$ cat src/rtl/tmr_pkg.sv
package tmr_pkg;
  localparam int CTL_W  = 10;
  localparam int ADDR_W = 2;

  localparam logic [ADDR_W-1:0] ADDR_CTL    = 2'd0;
  localparam logic [ADDR_W-1:0] ADDR_RELOAD = 2'd1;
  localparam logic [ADDR_W-1:0] ADDR_CMP    = 2'd2;
  localparam logic [ADDR_W-1:0] ADDR_EVT    = 2'd3;

  typedef enum logic [1:0] {
    ALN_EDGE  = 2'd0,
    ALN_CDOWN = 2'd1,
    ALN_CUP   = 2'd2,
    ALN_CBOTH = 2'd3
  } align_e;

  // field order fixes the software-visible bit positions
  typedef struct packed {
    logic [1:0] ckdiv;
    logic       shadow_en;
    align_e     align;
    logic       down;
    logic       one_shot;
    logic       hw_only;
    logic       upd_off;
    logic       run;
  } ctl_t;
endpackage

$ cat src/rtl/tmr_regs.sv
module tmr_regs
  import tmr_pkg::*;
#(
  parameter int CNT_W = 16
) (
  input  logic              clk,
  input  logic              rst_n,
  input  logic              we,
  input  logic [ADDR_W-1:0] addr,
  input  logic [CNT_W-1:0]  wdata,
  input  logic              upd_evt,
  input  logic              stop_req,
  input  logic              dir_hw_we,
  input  logic              dir_hw_val,
  output ctl_t              ctl,
  output logic [CNT_W-1:0]  reload_pre,
  output logic [CNT_W-1:0]  reload_act,
  output logic [CNT_W-1:0]  cmp_val,
  output logic              ug_pulse,
  output logic              flag_clr
);
  ctl_t             ctl_q, ctl_d;
  logic [CNT_W-1:0] pre_q, pre_d, act_q, act_d, cmp_q, cmp_d;
  logic             wr_ctl, wr_rld, wr_cmp, wr_evt;

  always_comb begin
    wr_ctl   = we && (addr == ADDR_CTL);
    wr_rld   = we && (addr == ADDR_RELOAD);
    wr_cmp   = we && (addr == ADDR_CMP);
    wr_evt   = we && (addr == ADDR_EVT);
    ug_pulse = wr_evt && wdata[0];
    flag_clr = wr_evt && wdata[1];
  end

  always_comb begin
    ctl_d = ctl_q;
    if (wr_ctl) begin
      ctl_d = ctl_t'(wdata[CTL_W-1:0]);
      // direction belongs to hardware while a center mode is held
      if (ctl_q.align != ALN_EDGE) ctl_d.down = ctl_q.down;
    end
    if (dir_hw_we) ctl_d.down = dir_hw_val;
    if (stop_req)  ctl_d.run  = 1'b0;
  end

  always_comb begin
    pre_d = pre_q;
    act_d = act_q;
    cmp_d = cmp_q;
    if (upd_evt) act_d = pre_q;
    if (wr_rld) begin
      pre_d = wdata;
      if (!ctl_q.shadow_en) act_d = wdata;
    end
    if (wr_cmp) cmp_d = wdata;
  end

  always_ff @(posedge clk or negedge rst_n) begin
    if (!rst_n) begin
      ctl_q <= '0;
      pre_q <= '0;
      act_q <= '0;
      cmp_q <= '0;
    end else begin
      ctl_q <= ctl_d;
      pre_q <= pre_d;
      act_q <= act_d;
      cmp_q <= cmp_d;
    end
  end

  assign ctl        = ctl_q;
  assign reload_pre = pre_q;
  assign reload_act = act_q;
  assign cmp_val    = cmp_q;
endmodule

$ cat src/rtl/tmr_count.sv
module tmr_count
  import tmr_pkg::*;
#(
  parameter int CNT_W = 16
) (
  input  logic             clk,
  input  logic             rst_n,
  input  logic             run,
  input  align_e           align,
  input  logic             down,
  input  logic [CNT_W-1:0] limit,
  input  logic             reinit,
  input  logic [CNT_W-1:0] reinit_val,
  output logic [CNT_W-1:0] cnt,
  output logic             wrap_evt,
  output logic             dir_hw_we,
  output logic             dir_hw_val
);
  localparam logic [CNT_W-1:0] ONE = {{(CNT_W-1){1'b0}}, 1'b1};

  logic [CNT_W-1:0] cnt_q, cnt_d, step;
  logic             center, at_top, at_bot, turn;

  always_comb begin
    center = (align != ALN_EDGE);
    at_top = (cnt_q >= limit);
    at_bot = (cnt_q == '0);
    if (!down) begin
      turn = at_top;
      if (!at_top)         step = cnt_q + ONE;
      else if (!center)    step = '0;
      else if (limit == 0) step = '0;
      else                 step = limit - ONE;
    end else begin
      turn = at_bot;
      if (!at_bot)         step = cnt_q - ONE;
      else if (!center)    step = limit;
      else if (limit == 0) step = '0;
      else                 step = ONE;
    end
    wrap_evt   = run && turn;
    dir_hw_we  = run && turn && center;
    dir_hw_val = ~down;
    if (reinit)   cnt_d = reinit_val;
    else if (run) cnt_d = step;
    else          cnt_d = cnt_q;
  end

  always_ff @(posedge clk or negedge rst_n) begin
    if (!rst_n) cnt_q <= '0;
    else        cnt_q <= cnt_d;
  end

  assign cnt = cnt_q;
endmodule

$ cat src/rtl/tmr_cmp.sv
module tmr_cmp
  import tmr_pkg::*;
#(
  parameter int CNT_W = 16
) (
  input  logic             clk,
  input  logic             rst_n,
  input  logic             run,
  input  logic [CNT_W-1:0] cnt,
  input  logic [CNT_W-1:0] cmp_val,
  input  align_e           align,
  input  logic             down,
  input  logic             clr,
  output logic             flag
);
  logic dir_ok, hit, flag_q, flag_d;

  always_comb begin
    unique case (align)
      ALN_CDOWN: dir_ok = down;
      ALN_CUP:   dir_ok = ~down;
      default:   dir_ok = 1'b1;
    endcase
    hit = run && (cnt == cmp_val) && dir_ok;
    if (hit)      flag_d = 1'b1;
    else if (clr) flag_d = 1'b0;
    else          flag_d = flag_q;
  end

  always_ff @(posedge clk or negedge rst_n) begin
    if (!rst_n) flag_q <= 1'b0;
    else        flag_q <= flag_d;
  end

  assign flag = flag_q;
endmodule

$ cat src/rtl/tmr_dts.sv
module tmr_dts #(
  parameter int DIV_W = 2
) (
  input  logic       clk,
  input  logic       rst_n,
  input  logic [1:0] ckdiv,
  output logic       dts_en
);
  logic [DIV_W-1:0] div_q, div_d, mask;

  always_comb begin
    div_d = div_q + 1'b1;
    unique case (ckdiv)
      2'd0:    mask = '0;
      2'd1:    mask = DIV_W'(1);
      default: mask = DIV_W'(3);
    endcase
    dts_en = ((div_q & mask) == '0);
  end

  always_ff @(posedge clk or negedge rst_n) begin
    if (!rst_n) div_q <= '0;
    else        div_q <= div_d;
  end
endmodule

$ cat src/rtl/tmr_timebase.sv
module tmr_timebase
  import tmr_pkg::*;
#(
  parameter int CNT_W  = 16,
  parameter int DATA_W = 32
) (
  input  logic              clk,
  input  logic              rst_n,
  input  logic              bus_we,
  input  logic [ADDR_W-1:0] bus_addr,
  input  logic [DATA_W-1:0] bus_wdata,
  output logic [DATA_W-1:0] bus_rdata,
  input  logic              slv_upd,
  output logic              upd_req,
  output logic              cmp_flag,
  output logic [CNT_W-1:0]  cnt_val,
  output logic              dts_en
);
  logic [1:0]       rst_sync;
  logic             rst_sync_n;
  ctl_t             ctl;
  logic [CNT_W-1:0] reload_pre, reload_act, cmp_val, reinit_val;
  logic             ug_pulse, flag_clr, wrap_evt, dir_hw_we, dir_hw_val;
  logic             force_upd, upd_evt, stop_req, req_d, req_q;

  always_ff @(posedge clk or negedge rst_n) begin
    if (!rst_n) rst_sync <= 2'b00;
    else        rst_sync <= {rst_sync[0], 1'b1};
  end
  assign rst_sync_n = rst_sync[1];

  always_comb begin
    force_upd  = ug_pulse | slv_upd;
    upd_evt    = ~ctl.upd_off & (wrap_evt | force_upd);
    stop_req   = upd_evt & ctl.one_shot;
    req_d      = upd_evt & (~ctl.hw_only | wrap_evt);
    reinit_val = !ctl.down ? '0 : (upd_evt ? reload_pre : reload_act);
  end

  always_ff @(posedge clk or negedge rst_sync_n) begin
    if (!rst_sync_n) req_q <= 1'b0;
    else             req_q <= req_d;
  end
  assign upd_req = req_q;

  tmr_regs #(.CNT_W(CNT_W)) u_regs (
    .clk        (clk),
    .rst_n      (rst_sync_n),
    .we         (bus_we),
    .addr       (bus_addr),
    .wdata      (bus_wdata[CNT_W-1:0]),
    .upd_evt    (upd_evt),
    .stop_req   (stop_req),
    .dir_hw_we  (dir_hw_we),
    .dir_hw_val (dir_hw_val),
    .ctl        (ctl),
    .reload_pre (reload_pre),
    .reload_act (reload_act),
    .cmp_val    (cmp_val),
    .ug_pulse   (ug_pulse),
    .flag_clr   (flag_clr)
  );

  tmr_count #(.CNT_W(CNT_W)) u_count (
    .clk        (clk),
    .rst_n      (rst_sync_n),
    .run        (ctl.run),
    .align      (ctl.align),
    .down       (ctl.down),
    .limit      (reload_act),
    .reinit     (force_upd),
    .reinit_val (reinit_val),
    .cnt        (cnt_val),
    .wrap_evt   (wrap_evt),
    .dir_hw_we  (dir_hw_we),
    .dir_hw_val (dir_hw_val)
  );

  tmr_cmp #(.CNT_W(CNT_W)) u_cmp (
    .clk     (clk),
    .rst_n   (rst_sync_n),
    .run     (ctl.run),
    .cnt     (cnt_val),
    .cmp_val (cmp_val),
    .align   (ctl.align),
    .down    (ctl.down),
    .clr     (flag_clr),
    .flag    (cmp_flag)
  );

  tmr_dts #(.DIV_W(2)) u_dts (
    .clk    (clk),
    .rst_n  (rst_sync_n),
    .ckdiv  (ctl.ckdiv),
    .dts_en (dts_en)
  );

  always_comb begin
    bus_rdata = '0;
    unique case (bus_addr)
      ADDR_CTL:    bus_rdata[CTL_W-1:0] = ctl;
      ADDR_RELOAD: bus_rdata[CNT_W-1:0] = reload_pre;
      ADDR_CMP:    bus_rdata[CNT_W-1:0] = cmp_val;
      default:     bus_rdata[1]         = cmp_flag;
    endcase
  end
endmodule

$ cat config.mk
export PLATFORM = sky130hd
export DESIGN_NAME = tmr_timebase
export DESIGN_NICKNAME = d
export VERILOG_FILES = /design/src/rtl/tmr_pkg.sv /design/src/rtl/tmr_regs.sv /design/src/rtl/tmr_count.sv /design/src/rtl/tmr_cmp.sv /design/src/rtl/tmr_dts.sv /design/src/rtl/tmr_timebase.sv
export SDC_FILE = /design/constraint.sdc
export NUM_CORES = 1
export LEC_CHECK = 0
export BUFFER_PORTS_ARGS = -buffer_cell sky130_fd_sc_hd__buf_2
export CAP_MARGIN = 20
export CORE_AREA = 3 3 120 122
export DETAILED_ROUTE_END_ITERATION = 8
export DIE_AREA = 0 0 123 125
export HOLD_SLACK_MARGIN = 0.03
export RECOVER_POWER = 50
export SLEW_MARGIN = 20
export SYNTH_ARGS = -nofsm -noshare
export SYNTH_HDL_FRONTEND = slang
export SYNTH_SLANG_ARGS = --single-unit
$ cat constraint.sdc
create_clock -name clk -period 4.5 [get_ports clk]
set_clock_uncertainty 0.2 [all_clocks]
set_input_delay 0.45 -clock clk [delete_from_list [all_inputs] [get_ports clk]]
set_output_delay 0.45 -clock clk [all_outputs]
set_load 0.01 [all_outputs]
==> Word-level counts from Yosys, hierarchy flattened <==
Cells that the tools add are included.
{ "totals": {"ff_bits": 80, "inputBits": 38, "out_inout_bits": 51, "word_cells": 86} }
{ "classes": {"n_addsub": 4, "order_cmp": 1, "n_eq_ne": 8, "mux": 26, "n_bitwise": 10, "n_reduce_logical": 21} }
{ "ops": {"columns": ["op", "n"], "rows": [
  ["2-to-1 mux 16 bit", 12],
  ["logical NOT 16 bit", 2],
  ["subtractor 16 x 1 -> 16 bit (second input constant)", 2],
  ["case mux 8 bit (3 select lines)", 1],
  ["adder 16 x 1 -> 16 bit (second input constant)", 1],
  ["equality test 16 bit", 1],
  [">= comparator 16 bit", 1],
  ["case mux 6 bit (2 select lines)", 1],
  ["logical AND 1 bit", 10],
  ["nonzero test 2 bit", 5],
  ["2-to-1 mux 1 bit", 7],
  ["equality test 2 x 1 -> 1 bit (second input constant)", 3],
  ["equality test 2 bit (second input constant)", 3],
  ["logical NOT 2 bit", 3],
  ["case mux 1 bit (3 select lines)", 2],
  ["2-to-1 mux 5 bit", 1],
  ["case mux 2 bit (2 select lines)", 1],
  ["bitwise AND 1 bit", 3],
  ["inverter 1 bit", 3],
  ["bitwise OR 1 bit", 3],
  ["adder 2 x 1 -> 2 bit (second input constant)", 1],
  ["bitwise AND 2 bit", 1],
  ["inequality test 2 bit (second input constant)", 1],
  ["case mux 1 bit (2 select lines)", 1],
  ["AND reduction 2 bit", 1]
]} }

==> Logic depth before layout (Yosys ltp) <==
Gate-level depths: netlist of run 1.
{ "depth": {"ltp_word": 9, "mapped_depth": 12, "depth_no_buf": 9} }

==> Modules after synthesis <==
Synthesis of run 1 repeated with hierarchy kept, for this count alone.
{ "hier_totals": {"hier_cells": 701, "hier_area_um2": 6311.1} }
{ "by_module_without_submodules": {"columns": ["module", "instances", "cells_each", "area_per_inst_um2", "seq_area_each_um2"], "rows": [
  ["tmr_count", 1, 373, 2703.8, 400.4],
  ["tmr_regs", 1, 167, 2392.3, 1451.4],
  ["tmr_timebase", 1, 125, 877.1, 75.1],
  ["tmr_cmp", 1, 30, 262.8, 25.0],
  ["tmr_dts", 1, 6, 75.1, 50.0]
]} }

==> Worst setup path before layout of run 1 <==
No wires, ideal clock.
{ "synth_timing": {"path_kind": "register -> register", "start": "register u_count.cnt_q[0] (netlist: u_count.cnt[0])", "end": "register u_count.cnt_q[4] (netlist: u_count.cnt[4])", "setup_time_ns": 0.087, "t_arrival_ns": 2.466, "required_time_ns": 4.213, "setup_slack_ns": 1.747, "stages_incl_launch_ff": 12, "path_buffers": 2, "synth_period_minus_slack_ns": 2.753, "cell_sequence": "dfrtp_1 > clkbuf_1 > inv_1 > ha_1 > nand2b_1 > a211oi_1 > o21a_1 > o21a_1 > or3_1 > clkbuf_1 > or3_1 > o211ai_1"} }
{ "synth_between": {"elab_chain_len": 8, "word_cells_on_any_way": 15, "cone_classes": "add/sub: 2; order compare: 1; mux: 8; bitwise: 2; reduce/logical: 2"} }
{ "synth_lines": {"columns": ["item", "line", "source"], "rows": [
  ["start: declaration", "tmr_count.sv:21", "logic [CNT_W-1:0] cnt_q, cnt_d, step;"],
  ["start signal: assignment", "tmr_count.sv:51", "else cnt_q <= cnt_d;"],
  [">= comparator 16 bit or logical NOT 16 bit (tied branches)", "tmr_count.sv:26, tmr_count.sv:27", null],
  ["2-to-1 mux 1 bit", "tmr_count.sv:28", "if (!down) begin"],
  ["logical AND 1 bit", "tmr_count.sv:41", "wrap_evt = run && turn;"],
  ["bitwise OR 1 bit", "tmr_timebase.sv:34", "upd_evt = ~ctl.upd_off & (wrap_evt | force_upd);"],
  ["bitwise AND 1 bit", "tmr_timebase.sv:34", null],
  ["2-to-1 mux 16 bit (2 in a row)", "tmr_timebase.sv:37", "reinit_val = !ctl.down ? '0 : (upd_evt ? reload_pre : reload_act);"],
  ["2-to-1 mux 16 bit *", "tmr_count.sv:44", "if (reinit) cnt_d = reinit_val;"]
]} }
Mark *: on every way between the ends. The rest lies on a longest branch, timed or not. The select of a mux whose other input is x is not followed.
A chain may end at the register's enable or synchronous reset.

==> Final worst setup path of run 1 <==
{ "layout_timing": {"start": "register u_count.cnt_q[4] (netlist: u_count.cnt[4])", "end": "register u_regs.act_q[15] (netlist: u_regs.reload_act[15])"} }
{ "layout_between": {"elab_chain_len": 8, "word_cells_on_any_way": 9, "cone_classes": "order compare: 1; mux: 4; bitwise: 2; reduce/logical: 2"} }
{ "layout_lines": {"columns": ["item", "line", "source"], "rows": [
  [">= comparator 16 bit or logical NOT 16 bit (tied branches)", "tmr_count.sv:26, tmr_count.sv:27", null],
  ["2-to-1 mux 1 bit *", "tmr_count.sv:28", null],
  ["logical AND 1 bit *", "tmr_count.sv:41", null],
  ["bitwise OR 1 bit *", "tmr_timebase.sv:34", null],
  ["bitwise AND 1 bit *", "tmr_timebase.sv:34", null],
  ["2-to-1 mux 16 bit *", "tmr_regs.sv:50", "if (upd_evt) act_d = pre_q;"],
  ["2-to-1 mux 16 bit", "tmr_regs.sv:53", "if (!ctl_q.shadow_en) act_d = wdata;"],
  ["2-to-1 mux 16 bit *", "tmr_regs.sv:51", "if (wr_rld) begin"],
  ["named net u_regs.act_d[15]", "tmr_regs.sv:23", "logic [CNT_W-1:0] pre_q, pre_d, act_q, act_d, cmp_q, cmp_d;"],
  ["end signal: assignment", "tmr_regs.sv:67", "act_q <= act_d;"],
  ["end: declaration", "tmr_regs.sv:23", null]
]} }
Mark *: on every way through the listed nets, which the timed path passes. The rest lies on a longest branch.

==> flow_metrics.env, run 1 <==
export IMPL_cp_max_fo=15
export IMPL_layout_nets=760
export IMPL_mostFrequentLayoutCells="dfrtp_1, nor2_1, buf_2"
export IMPL_viasPerCell=6.05
export IMPL_wl_met2_um=7950
export IMPL_rsz0062_at_grt="false"
export IMPL_p_int_mw=2.19
export IMPL_ctsRootBufferMaster="clkbuf_16"
export IMPL_grt_pass1_wl_um=28500
export IMPL_syn2layout_area_growth_pct=10.1
export IMPL_netlist_area_mm2=0.00605
export IMPL_io_pins=89
export IMPL_combPwrFrac_pct=49.7
export IMPL_synthFlopType="dfrtp_1"
export IMPL_pwr_share_seq_pct=32.6
export IMPL_path_clk_slew_ns=0.07
export IMPL_hpwl_um=12900
export IMPL_firstDrtPassIters=5
export IMPL_worst_pin_slew_ns=1.61
export IMPL_drcViolationCount=0
export IMPL_status="finished with violations"
export IMPL_antenna_cells=0
export IMPL_synth_edf_count=0
export IMPL_hold_worst_slack_ns=0.162
export IMPL_crit_slowest_cell="clkbuf_1"
export IMPL_numCtsBuffers=9
export IMPL_critPathBufInv=2
export IMPL_top_layer="met4"
export IMPL_violations="max-capacitance violations, max-slew violations"
export IMPL_vdd_drop_max_v=0.000236
export IMPL_ant_nets=0
export IMPL_yosysSeqAreaShare_pct=33.1
export IMPL_clockBufferDepth=2
export IMPL_wl_met3_um=1570
export IMPL_async_flop_share_pct=100
export IMPL_gp_congestion=0.883
export IMPL_drive_above_1_share_pct=19.6
export IMPL_crit_family="compound AO/OA/AOI/OAI gates"
export IMPL_cp_required_ns=4.49
export IMPL_rr_worst_depth=10
export IMPL_dieArea_mm2=0.0154
export IMPL_hold_depth=0
export IMPL_drt_met1_wl_um=8000
export IMPL_clkLatencyLatePin_ns=0.35
export IMPL_core_mm2=0.0133
export IMPL_crit_chain="clkbuf_1 -> ha_1 -> and3_1 -> a221oi_1 -> o21a_1 -> o21a_1 -> o41a_1 -> buf_4 -> mux2i_1 -> a21oi_1"
export IMPL_detailed_place_area_mm2=0.00637
export IMPL_hp_class="reg -> reg"
export IMPL_drv_cap=1
export IMPL_setup_tns_ns=0
export IMPL_grt_pass1_vias=5090
export IMPL_yosys_warnings=0
export IMPL_worst_path_stages=10
export IMPL_fin_crit_ns=3.37
export IMPL_final_common_cell="dfrtp_1"
export IMPL_drt_total_wl_um=17900
export IMPL_die_width_um=123
export IMPL_gr_total_overflow=0
export IMPL_drt_iter0_drc=446
export IMPL_post_route_period_util_pct=74.8
export IMPL_portBuffers=56
export IMPL_relSlewSlack_pct=-7.11
export IMPL_finalHoldViolCount=0
export IMPL_max_stage_delay_ns=0.57
export IMPL_wl_per_cell_um=20.5
export IMPL_switching_power_mw=1.93
export IMPL_synth_seq_cells=80
export IMPL_setup_viol=0
export IMPL_p_leak_nw=2.97
export IMPL_swShare_pct=46.8
export IMPL_min_from="rst_sync[0]"
export IMPL_die_y_um=125
export IMPL_grt_max_degree=79
export IMPL_critPathLaunchType="flip-flop"
export IMPL_start_util_pct=45.5
export IMPL_arrival_ns=3.35
export IMPL_setup_worst_path_class="reg -> reg"
export IMPL_ys_types=64
export IMPL_clockPowerShare_pct=17.7
export IMPL_end_kind="flip-flop"
export IMPL_maxSlewViolCount=36
export IMPL_tritoncts="built"
export IMPL_fin_area_mm2=0.00666
export IMPL_max_freq_mhz=297
export IMPL_rows=42
export IMPL_vias=5291
export IMPL_r2r_start="u_count.cnt[4]"
export IMPL_htree_levels=3
export IMPL_cts_sinks=80
export IMPL_syn_inst=661
export IMPL_antenna_found_initial=0
export IMPL_p_per_area_mw_per_mm2=618
export IMPL_avgSynthCellArea_um2=9.16
export IMPL_crit_path_start="u_count.cnt[4]"
export IMPL_cp_common_cell="o21a_1"
export IMPL_grt_use_total_pct=23.5
cell families after synthesis:
logic type	after synthesis	synth area share (%)
other cells	2	0.124
flops	80	33.1
compound gates	143	16.0
mux	82	14.5
xor+xnor	49	7.09
simple gates	182	15.7
fa+ha+maj	28	5.79
buf+inv	95	7.75
power groups by stage:
stage / clock [mW] / sequential (mW) / combinational, mW
3_5_place_dp: 0 / 1.35 / 2.02
6_report: 0.728 / 1.34 / 2.05
5_1_grt: 0.765 / 1.38 / 2.26
2_1_floorplan: 0 / 1.16 / 1.59
3_3_place_gp: 0 / 1.34 / 1.98
4_1_cts: 0.734 / 1.34 / 2.04
synthesized netlist by cell type (all sizes together), types with 3 or more instances:
cell,number,area (um^2)
clkbuf,29,109
xnor2,34,298
a222oi,10,100
dfrtp,80,2000
nor4,9,123
nor3b,3,22.5
mux2,45,507
o211ai,6,45.0
and4,3,28.8
a21oi,44,220
nor2b,6,37.5
a221oi,3,26.3
o31ai,3,22.5
nand3,23,115
nand4,14,93.8
nand2,36,135
a21o,3,22.5
mux2i,37,370
a22oi,6,45.0
buf,39,259
a31oi,7,43.8
nor2,60,225
a211oi,6,45.0
inv,27,101
xor2,15,131
o22ai,4,25.0
o21ai,24,120
ha,28,350
nor3,10,50.1
or3,6,37.5
and3,3,18.8
timing repair:
action / 4_1_cts / 5_1_grt
gates resized for setup: 0 / 0
hold buffers: 1 / 0
setup buffers: 0 / 0
hold endpoints to repair: 2 / 0
area by class of cell:
| cell class | count | area [um^2] |
|---|---|---|
| fillers | 1289 | 6630 |
| multi-input cells | 501 | 3640 |
| flip-flops and latches | 80 | 2000 |
| repair buffers | 75 | 410 |
| clock buffers | 10 | 239 |
| well taps | 176 | 220 |
| inverters | 27 | 101 |
| clock inverters | 6 | 51.3 |
through the flow:
stage	setup WS, ns	std cells	power, mW	utilization [%]
CTS	1.29	874	4.11	50.2
floorplan	1.75	676	2.75	-
global route	0.897	875	4.40	50.1
finish	1.13	875	4.12	50.1
global placement	1.34	857	3.33	47.9
detailed placement	1.32	857	3.37	47.9
worst paths after layout:
path | end | slack, ns
setup / recovery | u_regs.reload_act[15] | 1.13
hold / removal | rst_sync[1] | 0.16
setup reg to reg | u_regs.reload_act[15] | 1.13
hold reg to reg | rst_sync[1] | 0.16
max in group asynchronous | u_count.cnt[12] | 2.67
min in group asynchronous | rst_sync[0] | 0.21
sequential cells by signal (all words and copies together), names as in the netlist:
signal / cells
u_regs.cmp_val: 16
u_count.cnt: 16
u_regs.reload_pre: 16
upd_req: 1
u_regs.reload_act: 16
u_cmp.flag: 1
u_regs.ctl: 10
u_dts.div_q: 2
rst_sync: 2
metal layers:
| layer | vias up | track usage (%) |
|---|---|---|
| met1 | 2560 | 34.5 |
| li1 | 2431 | - |
| met4 | 0 | 8.21 |
| met5 | - | 0 |
| met3 | 25 | 3.39 |
| met2 | 275 | 35.2 |
Power figures use the tool's default switching activity.
==> run 2, diff against run 1 <==
==> constraint.sdc (replaced) <==
create_clock -name clk -period 3.3 [get_ports clk]
set_clock_uncertainty 0.2 [all_clocks]
set_input_delay 0.33 -clock clk [delete_from_list [all_inputs] [get_ports clk]]
set_output_delay 0.33 -clock clk [all_outputs]
set_load 0.01 [all_outputs]
==> flow_metrics.env, run 2 (synthesis gave the netlist of run 1 again) <==
export IMPL_status="finished clean"
export IMPL_cts_sinks=80
export IMPL_r2r_start="u_regs.reload_act[15]"
export IMPL_vias=5434
export IMPL_drv_cap=0
export IMPL_pwr_share_seq_pct=27.2
export IMPL_antenna_found_initial=0
export IMPL_min_from="bus_wdata[10]"
export IMPL_drt_iter0_drc=589
export IMPL_htree_levels=3
export IMPL_finalHoldViolCount=0
export IMPL_arrival_ns=2.95
export IMPL_switching_power_mw=2.70
export IMPL_clockPowerShare_pct=19.8
export IMPL_mostFrequentLayoutCells="dfrtp_1, nor2_1, buf_2"
export IMPL_holdBufCountCts=1
export IMPL_postCtsResizedCells=0
export IMPL_core_mm2=0.0133
export IMPL_fin_area_mm2=0.00687
export IMPL_gp_congestion=0.972
export IMPL_syn2layout_area_growth_pct=13.6
export IMPL_maxSlewViolCount=0
export IMPL_swShare_pct=44.7
export IMPL_layout_nets=782
export IMPL_clockBufferDepth=2
export IMPL_ctsRootBufferMaster="clkbuf_16"
export IMPL_cp_max_fo=8
export IMPL_firstDrtPassIters=7
export IMPL_end_kind="flip-flop"
export IMPL_antenna_cells=0
export IMPL_crit_path_start="u_regs.reload_act[15]"
export IMPL_post_route_period_util_pct=89.0
export IMPL_gr_total_overflow=0
export IMPL_drive_above_1_share_pct=21.6
export IMPL_grt_pass1_vias=5336
export IMPL_hpwl_um=13700
export IMPL_cp_required_ns=3.32
export IMPL_p_per_area_mw_per_mm2=877
export IMPL_detailed_place_area_mm2=0.00655
export IMPL_start_util_pct=45.5
export IMPL_dieArea_mm2=0.0154
export IMPL_portBuffers=56
export IMPL_clkLatencyLatePin_ns=0.35
export IMPL_grt_use_total_pct=24.4
export IMPL_p_total_mw=6.03
export IMPL_vdd_drop_max_v=0.000302
export IMPL_post_cts_setup_buffer_count=0
export IMPL_grt_pass1_wl_um=29500
export IMPL_path_clk_slew_ns=0.06
export IMPL_setup_tns_ns=0
export IMPL_p_int_mw=3.33
export IMPL_final_common_cell="dfrtp_1"
export IMPL_drcViolationCount=0
export IMPL_hp_class="in -> reg"
export IMPL_grt_max_degree=79
export IMPL_setup_viol=0
export IMPL_relSlewSlack_pct=5.46
export IMPL_rsz0062_at_grt="false"
export IMPL_fin_crit_ns=2.94
export IMPL_combPwrFrac_pct=53.0
export IMPL_worst_pin_slew_ns=1.42
export IMPL_ant_nets=0
export IMPL_dp_slack_ns=0.413
export IMPL_p_leak_nw=3.10
export IMPL_max_freq_mhz=340
export IMPL_setup_worst_path_class="reg -> reg"
export IMPL_rows=42
export IMPL_drt_total_wl_um=18600
export IMPL_die_width_um=123
export IMPL_critPathLaunchType="flip-flop"
export IMPL_die_y_um=125
export IMPL_viasPerCell=6.06
export IMPL_tritoncts="built"
export IMPL_io_pins=89
export IMPL_fin_ws_ns=0.362
export IMPL_wl_per_cell_um=20.7
export IMPL_numCtsBuffers=9
==> run 2: cell types whose count changed in the layout (fill, tap and decap cells not counted) <==
cell	previous run	this run
buf_4	11	31
bufinv_16	0	3
clkbuf_1	10	13
clkinvlp_4	3	0
buf_2	52	51
clkbuf_2	0	1
clkbuf_8	1	0
clkinv_2	0	1
inv_6	2	1
==> run 2: power groups by stage <==
stage / clock, mW / sequential (mW) / combinational [mW]
final: 1.19 / 1.64 / 3.19
after global routing: 1.25 / 1.68 / 3.49
after CTS: 1.20 / 1.64 / 3.16
after detailed placement: 0 / 1.66 / 3.14
after global placement: 0 / 1.65 / 3.09
after floorplan: 0 / 1.58 / 2.17
==> run 2: stage by stage <==
step | cells | hold slack (ns) | utilization [%]
2_1_floorplan | 676 | -0.166 | -
3_3_place_gp | 879 | -0.0858 | 49.3
3_5_place_dp | 879 | -0.0834 | 49.3
4_1_cts | 896 | 0.0429 | 51.9
5_1_grt | 897 | 0.0537 | 51.7
6_report | 897 | 0.0454 | 51.7
==> run 2: final cells by class <==
cell class	count	area (um^2)
Sequential cell	80	2000
Multi-Input combinational cell	501	3640
Clock inverter	6	115
Tap cell	176	220
Inverter	27	101
Fill cell	1262	6420
Clock buffer	10	229
Timing Repair Buffer	97	568
==> run 2: routing by layer <==
metal	global-route usage [%]	wire length [um]	share of wire (%)	vias up
met2	37.5	8480	46	270
met5	0	0	0	-
li1	-	-	-	2474
met3	4.25	1660	9.0	28
met4	6.58	346	1.9	0
met1	35.5	8080	44	2662
==> run 2: path summary, 6_finish.rpt <==
kind	to	slack (ns)	depth (start not counted)
max	u_count.cnt[13]	0.36	10
min	u_regs.cmp_val[10]	0.05	2
max reg2reg	u_count.cnt[13]	0.36	10
min reg2reg	rst_sync[1]	0.15	0
max in group asynchronous	u_count.cnt[14]	0.71	1
min in group asynchronous	rst_sync[0]	0.09	2
==> run 2: worst max-delay path, stage by stage (launching register included) <==
cell	delay [ns]
dfrtp_1	0.41
inv_1	0.19
ha_1	0.30
nand4_1	0.10
nor3_1	0.07
a221oi_1	0.40
o21a_1	0.30
buf_4	0.23
nor3_1	0.07
a2111oi_0	0.44
nor2_1	0.10
